$ cat src/rtl/irq_route_pkg.sv
// Package: shared field positions and widths for the interrupt redirection
// table. Assumes 32-bit window and 64-bit entries split into two halves.
package irq_route_pkg;
    localparam int WIN_W    = 32;
    localparam int ENT_W    = 64;
    localparam int HALF_W   = 32;
    localparam int VEC_W    = 8;
    localparam int ID_W     = 4;
    localparam int ID_LSB   = 24;

    // Bit positions inside the low half of an entry
    localparam int BIT_PEND = 12;   // hardware-owned pending flag
    localparam int BIT_INSV = 14;   // hardware-owned in-service flag
    localparam int BIT_TRIG = 15;   // 0 edge, 1 level
    localparam int BIT_MASK = 16;   // 1 blocks delivery

    // Bits of a low-half write taken from software data
    localparam logic [HALF_W-1:0] LO_SW_MASK = 32'hFFFF_AFFF;

    // Entry value after reset: masked, everything else clear
    localparam logic [ENT_W-1:0] ENT_RESET = ENT_W'(1) << BIT_MASK;
endpackage

$ cat src/rtl/irq_route_decode.sv
// Module: decodes the select register into a register class and, for the
// table range, an entry index and half indicator. Assumes the table starts
// at an even select value and fits below 2**SEL_W.
module irq_route_decode #(
    parameter int                 SEL_W    = 8,
    parameter int                 NPINS    = 24,
    parameter int                 IDX_W    = 5,
    parameter logic [SEL_W-1:0]   ENT_BASE = 8'h10
) (
    input  logic [SEL_W-1:0] sel,
    output logic             is_id,
    output logic             is_ver,
    output logic             is_arb,
    output logic             is_ent,
    output logic [IDX_W-1:0] ent_idx,
    output logic             is_hi
);
    localparam logic [SEL_W-1:0] SEL_ID  = SEL_W'(0);
    localparam logic [SEL_W-1:0] SEL_VER = SEL_W'(1);
    localparam logic [SEL_W-1:0] SEL_ARB = SEL_W'(2);
    localparam logic [SEL_W-1:0] ENT_END = SEL_W'(int'(ENT_BASE) + 2 * NPINS);

    logic [SEL_W-1:0] off;

    // Classify the select value and split the table offset into index/half
    always_comb begin
        off     = sel - ENT_BASE;
        is_id   = (sel == SEL_ID);
        is_ver  = (sel == SEL_VER);
        is_arb  = (sel == SEL_ARB);
        is_ent  = (sel >= ENT_BASE) && (sel < ENT_END);
        ent_idx = IDX_W'(off >> 1);
        is_hi   = off[0];
    end
endmodule

$ cat src/rtl/irq_route_prio.sv
// Module: fixed-priority picker, lowest request index wins. Assumes at most
// one delivery per cycle is wanted downstream.
module irq_route_prio #(
    parameter int N     = 24,
    parameter int IDX_W = 5
) (
    input  logic             clk,
    input  logic             rst_n,
    input  logic [N-1:0]     req,
    output logic [N-1:0]     grant,
    output logic [IDX_W-1:0] grant_idx,
    output logic             any
);
    // Scan from index 0 upward and take the first request
    always_comb begin
        grant     = '0;
        grant_idx = '0;
        any       = 1'b0;
        for (int i = 0; i < N; i++) begin
            if (req[i] && !any) begin
                grant[i]  = 1'b1;
                grant_idx = IDX_W'(i);
                any       = 1'b1;
            end
        end
    end

    AST_GRANT_ONEHOT: assert property (@(posedge clk) disable iff (!rst_n)
        $onehot0(grant));
    AST_GRANT_IN_REQ: assert property (@(posedge clk) disable iff (!rst_n)
        (|req) |-> ((grant & req) == grant) && (|grant));
endmodule

$ cat src/rtl/irq_route_entry.sv
// Module: one 64-bit redirection entry with its hardware status bits, edge
// detector and used flag. Assumes at most one of wr_lo/wr_hi per cycle and
// that grant is only given while req is high.
module irq_route_entry
    import irq_route_pkg::*;
(
    input  logic              clk,
    input  logic              rst_n,
    input  logic              wr_lo,
    input  logic              wr_hi,
    input  logic [WIN_W-1:0]  wdata,
    input  logic              pin,
    input  logic              grant,
    input  logic              eoi_valid,
    input  logic [VEC_W-1:0]  eoi_vector,
    output logic [ENT_W-1:0]  ent_q,
    output logic              req,
    output logic              used_q
);
    logic              pin_q;
    logic              trig, masked, pend, insv, rise, eoi_hit;
    logic              pend_nxt, insv_nxt;
    logic [VEC_W-1:0]  vec;
    logic [HALF_W-1:0] lo_nxt, hi_nxt;

    // Field extraction, readiness and next hardware status
    always_comb begin
        trig    = ent_q[BIT_TRIG];
        masked  = ent_q[BIT_MASK];
        pend    = ent_q[BIT_PEND];
        insv    = ent_q[BIT_INSV];
        vec     = ent_q[VEC_W-1:0];
        rise    = pin && !pin_q;
        eoi_hit = eoi_valid && trig && (eoi_vector == vec);
        req     = !masked && (trig ? (pin && !insv) : pend);
        if (trig) begin
            pend_nxt = pin && !insv && !masked && !grant;
        end else begin
            pend_nxt = (pend || (rise && !masked)) && !grant;
        end
        if (grant && trig) begin
            insv_nxt = 1'b1;
        end else if (eoi_hit) begin
            insv_nxt = 1'b0;
        end else begin
            insv_nxt = insv;
        end
    end

    // Merge software write data with hardware-owned status bits
    always_comb begin
        lo_nxt = wr_lo ? (wdata & LO_SW_MASK) : ent_q[HALF_W-1:0];
        lo_nxt[BIT_PEND] = pend_nxt;
        lo_nxt[BIT_INSV] = insv_nxt;
        hi_nxt = wr_hi ? wdata : ent_q[ENT_W-1:HALF_W];
    end

    // Entry storage register
    always_ff @(posedge clk) begin
        if (!rst_n) begin
            ent_q <= ENT_RESET;
        end else begin
            ent_q <= {hi_nxt, lo_nxt};
        end
    end

    // Line history for edge detection and sticky used flag
    always_ff @(posedge clk) begin
        if (!rst_n) begin
            pin_q  <= 1'b0;
            used_q <= 1'b0;
        end else begin
            pin_q  <= pin;
            used_q <= used_q || wr_lo || wr_hi;
        end
    end

    AST_DELIVERY_CLEARS_PEND: assert property (@(posedge clk) disable iff (!rst_n)
        grant |=> !ent_q[BIT_PEND]);
    AST_LEVEL_SETS_INSV: assert property (@(posedge clk) disable iff (!rst_n)
        (grant && trig) |=> ent_q[BIT_INSV]);
    AST_NO_REQ_IN_SERVICE: assert property (@(posedge clk) disable iff (!rst_n)
        (trig && insv) |-> !req);
    AST_EOI_CLEARS_INSV: assert property (@(posedge clk) disable iff (!rst_n)
        (eoi_hit && !grant) |=> !ent_q[BIT_INSV]);
    AST_WRITE_KEEPS_INSV: assert property (@(posedge clk) disable iff (!rst_n)
        (wr_lo && !grant && !eoi_valid) |=> $stable(ent_q[BIT_INSV]));
    AST_MASK_BLOCKS_REQ: assert property (@(posedge clk) disable iff (!rst_n)
        masked |-> !req);
    AST_USED_STICKY: assert property (@(posedge clk) disable iff (!rst_n)
        used_q |=> used_q);
endmodule

$ cat src/rtl/irq_route_regfile.sv
// Module: top of the interrupt redirection table. Holds the select register,
// the ID register and the entry array, serves the data window and emits one
// registered delivery pulse per cycle. Assumes window reads are combinational
// from the current select value.
module irq_route_regfile
    import irq_route_pkg::*;
#(
    parameter int               NPINS    = 24,
    parameter int               SEL_W    = 8,
    parameter logic [SEL_W-1:0] ENT_BASE = 8'h10,
    parameter logic [7:0]       VERSION  = 8'h20
) (
    input  logic                     clk,
    input  logic                     rst_n,
    input  logic                     sel_we,
    input  logic [SEL_W-1:0]         sel_wdata,
    input  logic                     win_we,
    input  logic [WIN_W-1:0]         win_wdata,
    output logic [WIN_W-1:0]         win_rdata,
    input  logic [NPINS-1:0]         pin_req,
    input  logic                     eoi_valid,
    input  logic [VEC_W-1:0]         eoi_vector,
    output logic                     irq_valid,
    output logic [VEC_W-1:0]         irq_vector,
    output logic [$clog2(NPINS)-1:0] irq_pin,
    output logic [NPINS-1:0]         entry_used
);
    localparam int IDX_W = $clog2(NPINS);
    localparam logic [WIN_W-1:0] VER_WORD = {8'h00, 8'(NPINS - 1), 8'h00, VERSION};

    logic [SEL_W-1:0] sel_q;
    logic [ID_W-1:0]  id_q;
    logic             is_id, is_ver, is_arb, is_ent, is_hi;
    logic [IDX_W-1:0] ent_idx;
    logic [ENT_W-1:0] ent_q [NPINS];
    logic [NPINS-1:0] wr_lo, wr_hi, req, grant;
    logic [IDX_W-1:0] grant_idx;
    logic             grant_any;
    logic [VEC_W-1:0] grant_vec;

    // Select register
    always_ff @(posedge clk) begin
        if (!rst_n) begin
            sel_q <= '0;
        end else if (sel_we) begin
            sel_q <= sel_wdata;
        end
    end

    irq_route_decode #(
        .SEL_W(SEL_W), .NPINS(NPINS), .IDX_W(IDX_W), .ENT_BASE(ENT_BASE)
    ) i_decode (
        .sel(sel_q), .is_id(is_id), .is_ver(is_ver), .is_arb(is_arb),
        .is_ent(is_ent), .ent_idx(ent_idx), .is_hi(is_hi)
    );

    // ID register, written only at the ID select
    always_ff @(posedge clk) begin
        if (!rst_n) begin
            id_q <= '0;
        end else if (win_we && is_id) begin
            id_q <= win_wdata[ID_LSB +: ID_W];
        end
    end

    for (genvar g = 0; g < NPINS; g++) begin : g_ent
        assign wr_lo[g] = win_we && is_ent && (ent_idx == IDX_W'(g)) && !is_hi;
        assign wr_hi[g] = win_we && is_ent && (ent_idx == IDX_W'(g)) && is_hi;

        irq_route_entry i_entry (
            .clk(clk), .rst_n(rst_n), .wr_lo(wr_lo[g]), .wr_hi(wr_hi[g]),
            .wdata(win_wdata), .pin(pin_req[g]), .grant(grant[g]),
            .eoi_valid(eoi_valid), .eoi_vector(eoi_vector),
            .ent_q(ent_q[g]), .req(req[g]), .used_q(entry_used[g])
        );
    end

    irq_route_prio #(.N(NPINS), .IDX_W(IDX_W)) i_prio (
        .clk(clk), .rst_n(rst_n), .req(req), .grant(grant),
        .grant_idx(grant_idx), .any(grant_any)
    );

    // Window read multiplexer; undefined selects read zero
    always_comb begin
        win_rdata = '0;
        if (is_id || is_arb) begin
            win_rdata[ID_LSB +: ID_W] = id_q;
        end else if (is_ver) begin
            win_rdata = VER_WORD;
        end else begin
            for (int i = 0; i < NPINS; i++) begin
                if (is_ent && (ent_idx == IDX_W'(i))) begin
                    win_rdata = is_hi ? ent_q[i][ENT_W-1:HALF_W] : ent_q[i][HALF_W-1:0];
                end
            end
        end
    end

    // Vector of the granted entry
    always_comb begin
        grant_vec = '0;
        for (int i = 0; i < NPINS; i++) begin
            if (grant[i]) begin
                grant_vec = ent_q[i][VEC_W-1:0];
            end
        end
    end

    // Registered delivery pulse
    always_ff @(posedge clk) begin
        if (!rst_n) begin
            irq_valid  <= 1'b0;
            irq_vector <= '0;
            irq_pin    <= '0;
        end else begin
            irq_valid  <= grant_any;
            irq_vector <= grant_vec;
            irq_pin    <= grant_idx;
        end
    end

    AST_UNDEF_READ_ZERO: assert property (@(posedge clk) disable iff (!rst_n)
        !(is_id || is_ver || is_arb || is_ent) |-> (win_rdata == '0));
    AST_ID_HOLDS: assert property (@(posedge clk) disable iff (!rst_n)
        !(win_we && is_id) |=> $stable(id_q));
    AST_ONE_WRITE_TARGET: assert property (@(posedge clk) disable iff (!rst_n)
        $countones({wr_lo, wr_hi}) <= 1);
endmodule

$ cat config.mk
export PLATFORM = sky130hd
export DESIGN_NAME = irq_route_regfile
export DESIGN_NICKNAME = d
export VERILOG_FILES = /design/src/rtl/irq_route_pkg.sv /design/src/rtl/irq_route_decode.sv /design/src/rtl/irq_route_prio.sv /design/src/rtl/irq_route_entry.sv /design/src/rtl/irq_route_regfile.sv
export SDC_FILE = /design/constraint.sdc
export NUM_CORES = 2
export LEC_CHECK = 0
export ABC_AREA = 0
export CAP_MARGIN = 40
export CORE_UTILIZATION = 65
export CTS_BUF_LIST = sky130_fd_sc_hd__clkbuf_8
export CTS_CLUSTER_DIAMETER = 80
export DETAILED_ROUTE_END_ITERATION = 6
export PLACE_DENSITY = 0.83
export SLEW_MARGIN = 20
export SYNTH_ARGS = -nofsm -noshare
export SYNTH_HDL_FRONTEND = slang
export SYNTH_HIERARCHICAL = 1
export SYNTH_SLANG_ARGS = --single-unit
$ cat constraint.sdc
create_clock -name clk -period 4.1 [get_ports clk]
set_clock_uncertainty 0.05 [all_clocks]
set_input_delay 0.41 -clock clk [delete_from_list [all_inputs] [get_ports clk]]
set_output_delay 0.41 -clock clk [all_outputs]
set_load 0.01 [all_outputs]
==> run summary <==
GRT Util Overall -> 44.15%
Final cycle utilization of the critical path -> 123.8%
Clock sink total -> 1,610
Leakage power summed over all cells -> 32.18 nW
Length in cells of the worst reg-to-reg path -> 14
Io pins -> 147
FF-to-FF Start -> sel_q[2]$_SDFFE_PN0P_
Pin count of the biggest net entering global routing -> 172
Portion of the post-synthesis area used by sequential elements -> 39.10%
Maximum root-to-sink buffer count -> 4
Crit path from -> sel_q[2]$_SDFFE_PN0P_
Violated checks -> setup timing
Worst setup path end -> win_rdata[16]
CTS HTree Levels -> 5
Critical path arrival -> 4.61 ns
Share of total power consumed by net switching -> 25.35%
Reg2Reg Capture Point -> g_ent[11].i_entry/ent_q[18]$_SDFFE_PN0P_
Worst-path clk slew -> 0.06 ns
Pwr/cell area -> 337.3 nW/µm²
Category of cells accounting for the largest share of critical-path delay -> compound AO/OA/AOI/OAI gates
Slew of the pin with the lowest slew margin -> 0.9715 ns
Most used flip-flop cell after synthesis -> sky130_fd_sc_hd__dfxtp_1
Final-stage net count -> 8,770
Antenna violations before repair -> 16
First-pass GRT wire length -> 426,700 µm
Final critical-path required period -> 5.074 ns
DR vias/cell -> 6.418
Least setup slack across all paths after layout -> -0.9744 ns
Std-Cell Rows -> 130
Remaining global-route overflow -> 0
Sw Pwr -> 8.357 mW
Comb pwr share -> 8.1%
Fraction of layout cells with a size suffix above 1 -> 20.04%
Most used cell along the critical path -> sky130_fd_sc_hd__buf_6
Max-slew violations -> 0
Latest clock arrival within the worst-skew pair -> 1.01 ns
Post-synthesis area per instance -> 10.26 µm²
CP Class -> reg2out
Area added between synthesis and finish -> 18.57%
Total wire length -> 295,800 µm
Placer congestion estimate -> 1.033
Final ANT Viol Nets -> 0
Final hold violation count -> 0
Kind of start point of the critical path -> register
Placed instance count -> 9,930
Vias in the first global route -> 66,470
Proportion of synthesized flip-flops having asynchronous set or reset -> 0%
Synthesis Warnings -> 6
Die outline area -> 128,200 µm²
Mapped Area -> 82,430 µm²
Power share of the sequential group -> 47.6%
Required time worst endpoint -> 3.64 ns
1st-pass router iterations -> 6
Worst min path class -> in2reg
Final total negative setup slack -> -26.10 ns
Vias after detailed routing -> 67,590
Filler Cell Count -> 8,014
Kind of end point of the critical path -> output port
Number of violations reported at the end of detailed-routing iteration 0 -> 7,164
CTS tree -> yes
Reg-to-reg slack, setup -> 0.03 ns
Total half-perimeter wirelength after legalization and detailed placement -> 192,900 µm
RSZ-0062 raised after global routing -> yes
Number of max-cap violations -> 0
Mapped Cells -> 8,033
Maximum cell stage delay along the critical path -> 0.55 ns
Fin cells -> 10,530
Die Height -> 358.1 µm
Root Buffer -> sky130_fd_sc_hd__clkbuf_8
Die width -> 358.1 µm
Relative slew margins -> 35.24%
Worst path slowest cell -> sky130_fd_sc_hd__or4_4
IO buf count -> 146
Total clock buffers created by CTS -> 287
Total core area -> 125,700 µm²
Net Count, Synth -> 8,112
Final routed wire length divided by cell count -> 28.09 µm
Buf+Inv Stages, Crit Path -> 5
Max Clock Freq -> 197.1 MHz
Crit path depth -> 14
CP Max Fanout -> 7
Number of enable-type register cells in the synthesized netlist -> 0
Cells along the critical path -> or4_4 -> o32ai_4 -> buf_6 -> nor4b_4 -> buf_6 -> nand2_8 -> buf_4 -> o22ai_2 -> nor3_2 -> o211ai_1 -> o211ai_1 -> a221oi_2 -> buf_4 -> buf_6
Worst ir drop on vdd -> 0.0004167 V
DR DRC count -> 0
Final setup fails -> 32
Count of distinct cell types in the synthesized netlist -> 86
Number of register bits inferred by synthesis -> 1,610
Place WS -> -0.8789 ns
Clock share of power -> 44.3%
Post-layout util -> 77.73%
Initial standard-cell utilization of the core -> 65.56%
Cell-internal power -> 24.61 mW
Run status -> complete, but fails checks
==> state kept, by name, indices dropped and copies added, names as in the netlist <==
signal	cells
g_ent.i_entry/pin_q	24
id_q	4
irq_vector	8
sel_q	8
g_ent.i_entry/ent_q	1536
irq_pin	5
g_ent.i_entry/used_q	24
irq_valid	1
==> cell type report <==
class	count	area (µm²)	area share, %
diodes	11	27.53	0.02816
clock inverters	116	555.5	0.5684
multi-input cells	5788	48130	49.24
well taps	1650	2064	2.112
repair buffers	987	9798	10.03
clock buffers	353	4858	4.971
flip-flops and latches	1610	32240	32.99
inverters	17	63.81	0.06529
==> repair_timing <==
action	CTS	global route
hold endpoints to repair	526	0
gates cloned	14	1
pin swaps	140	109
setup endpoints to repair	32	35
hold buffers	45	0
buffers inserted	47	34
gates resized for setup	560	131
==> worst min-delay path by stage <==
stage | slack, ns | to | startpoint | cells past startpoint
2_1_floorplan | 0.39 | id_q[0]$_SDFFE_PN0P_ | id_q[0]$_SDFFE_PN0P_ | 2
3_3_place_gp | 0.39 | g_ent[5].i_entry/used_q$_SDFF_PN0_ | g_ent[5].i_entry/used_q$_SDFF_PN0_ | 1
3_5_place_dp | 0.40 | g_ent[1].i_entry/used_q$_SDFF_PN0_ | g_ent[1].i_entry/used_q$_SDFF_PN0_ | 1
4_1_cts | 0.02 | g_ent[19].i_entry/pin_q$_SDFF_PN0_ | pin_req[19] | 2
5_1_grt | 0.06 | g_ent[20].i_entry/pin_q$_SDFF_PN0_ | pin_req[20] | 2
6_report | 0.04 | g_ent[20].i_entry/pin_q$_SDFF_PN0_ | pin_req[20] | 2
==> layer usage <==
metal / global-route usage (%) / routed length, µm / up-vias
li1: - / - / 29540
met2: 67.92 / 128800 / 3918
met4: 28.95 / 22530 / 6
met5: 0 / 36 / -
met1: 55.30 / 114700 / 32980
met3: 10.43 / 29850 / 1156
==> cell usage after synthesis, types with 25 or more instances <==
cell / instances / share of area, %
sky130_fd_sc_hd__nand2b_1: 29 / 0.22
sky130_fd_sc_hd__nor4_1: 56 / 0.43
sky130_fd_sc_hd__mux2i_1: 2154 / 26
sky130_fd_sc_hd__buf_2: 198 / 1.2
sky130_fd_sc_hd__o211ai_1: 33 / 0.30
sky130_fd_sc_hd__a31oi_1: 35 / 0.27
sky130_fd_sc_hd__o31a_1: 27 / 0.29
sky130_fd_sc_hd__clkbuf_1: 156 / 0.71
sky130_fd_sc_hd__dfxtp_1: 1610 / 39
sky130_fd_sc_hd__buf_8: 48 / 0.87
sky130_fd_sc_hd__and2_1: 37 / 0.28
sky130_fd_sc_hd__buf_12: 96 / 2.3
sky130_fd_sc_hd__clkbuf_2: 25 / 0.15
sky130_fd_sc_hd__buf_4: 36 / 0.33
sky130_fd_sc_hd__nor2_1: 167 / 0.76
sky130_fd_sc_hd__nand2_1: 272 / 1.2
sky130_fd_sc_hd__xor2_1: 192 / 2.0
sky130_fd_sc_hd__nand3_1: 64 / 0.39
sky130_fd_sc_hd__a211oi_1: 60 / 0.55
sky130_fd_sc_hd__o221ai_1: 53 / 0.56
sky130_fd_sc_hd__o21ai_0: 139 / 0.84
sky130_fd_sc_hd__a21oi_1: 209 / 1.3
sky130_fd_sc_hd__nor3b_1: 39 / 0.36
sky130_fd_sc_hd__buf_6: 50 / 0.68
sky130_fd_sc_hd__o22ai_1: 122 / 0.93
sky130_fd_sc_hd__nor3_1: 80 / 0.49
sky130_fd_sc_hd__nor2b_1: 1548 / 12
sky130_fd_sc_hd__a22oi_1: 44 / 0.40
sky130_fd_sc_hd__mux2_2: 121 / 1.7
==> through the flow <==
stage	area [µm²]	hold slack (ns)	power [mW]
after floorplan	82430	0.3931	17.22
after global placement	87160	0.3906	18.28
after detailed placement	87830	0.3981	18.36
after CTS	96680	0.01536	32.76
after global routing	97730	0.06213	33.72
final	97740	0.04335	32.97
==> power by group through the flow <==
stage,Sequential [mW],Clock [mW],Combinational (mW)
CTS,15.7,14.6,2.50
floorplan,16.0,0,1.18
global route,15.7,15.3,2.69
finish,15.7,14.6,2.66
detailed placement,16.0,0,2.32
global placement,16.0,0,2.24
==> cells by family after synthesis <==
logic type / after synthesis / share of synthesized area, %
compound gates: 940 / 7.799
xor+xnor: 192 / 2.040
fa+ha+maj: 2 / 0.03035
buf+inv: 635 / 6.400
flops: 1610 / 39.10
mux: 2275 / 27.81
simple gates: 2379 / 16.82
==> cell usage in the layout, fill, tap and decap left out, types with 37 or more instances in the layout <==
cell	netlist	final
sky130_fd_sc_hd__mux2i_1	2154	2153
sky130_fd_sc_hd__dfxtp_1	1610	1606
sky130_fd_sc_hd__nor2b_1	1548	1547
sky130_fd_sc_hd__buf_4	36	614
sky130_fd_sc_hd__clkbuf_8	0	353
sky130_fd_sc_hd__nand2_1	272	259
sky130_fd_sc_hd__xor2_1	192	192
sky130_fd_sc_hd__a21oi_1	209	183
sky130_fd_sc_hd__mux2_2	121	121
sky130_fd_sc_hd__o21ai_0	139	118
sky130_fd_sc_hd__buf_12	96	108
sky130_fd_sc_hd__inv_1	17	101
sky130_fd_sc_hd__nor2_1	167	99
sky130_fd_sc_hd__clkdlybuf4s50_1	0	75
sky130_fd_sc_hd__nor3_1	80	68
sky130_fd_sc_hd__nor2_4	2	57
sky130_fd_sc_hd__nand3_1	64	57
sky130_fd_sc_hd__buf_6	50	55
sky130_fd_sc_hd__a211oi_1	60	50
sky130_fd_sc_hd__buf_2	198	49
sky130_fd_sc_hd__o22ai_1	122	45
sky130_fd_sc_hd__dlygate4sd3_1	0	45
sky130_fd_sc_hd__o22ai_2	0	43
sky130_fd_sc_hd__a22oi_1	44	41
sky130_fd_sc_hd__nor3b_1	39	37
Power figures use the tool's default switching activity.
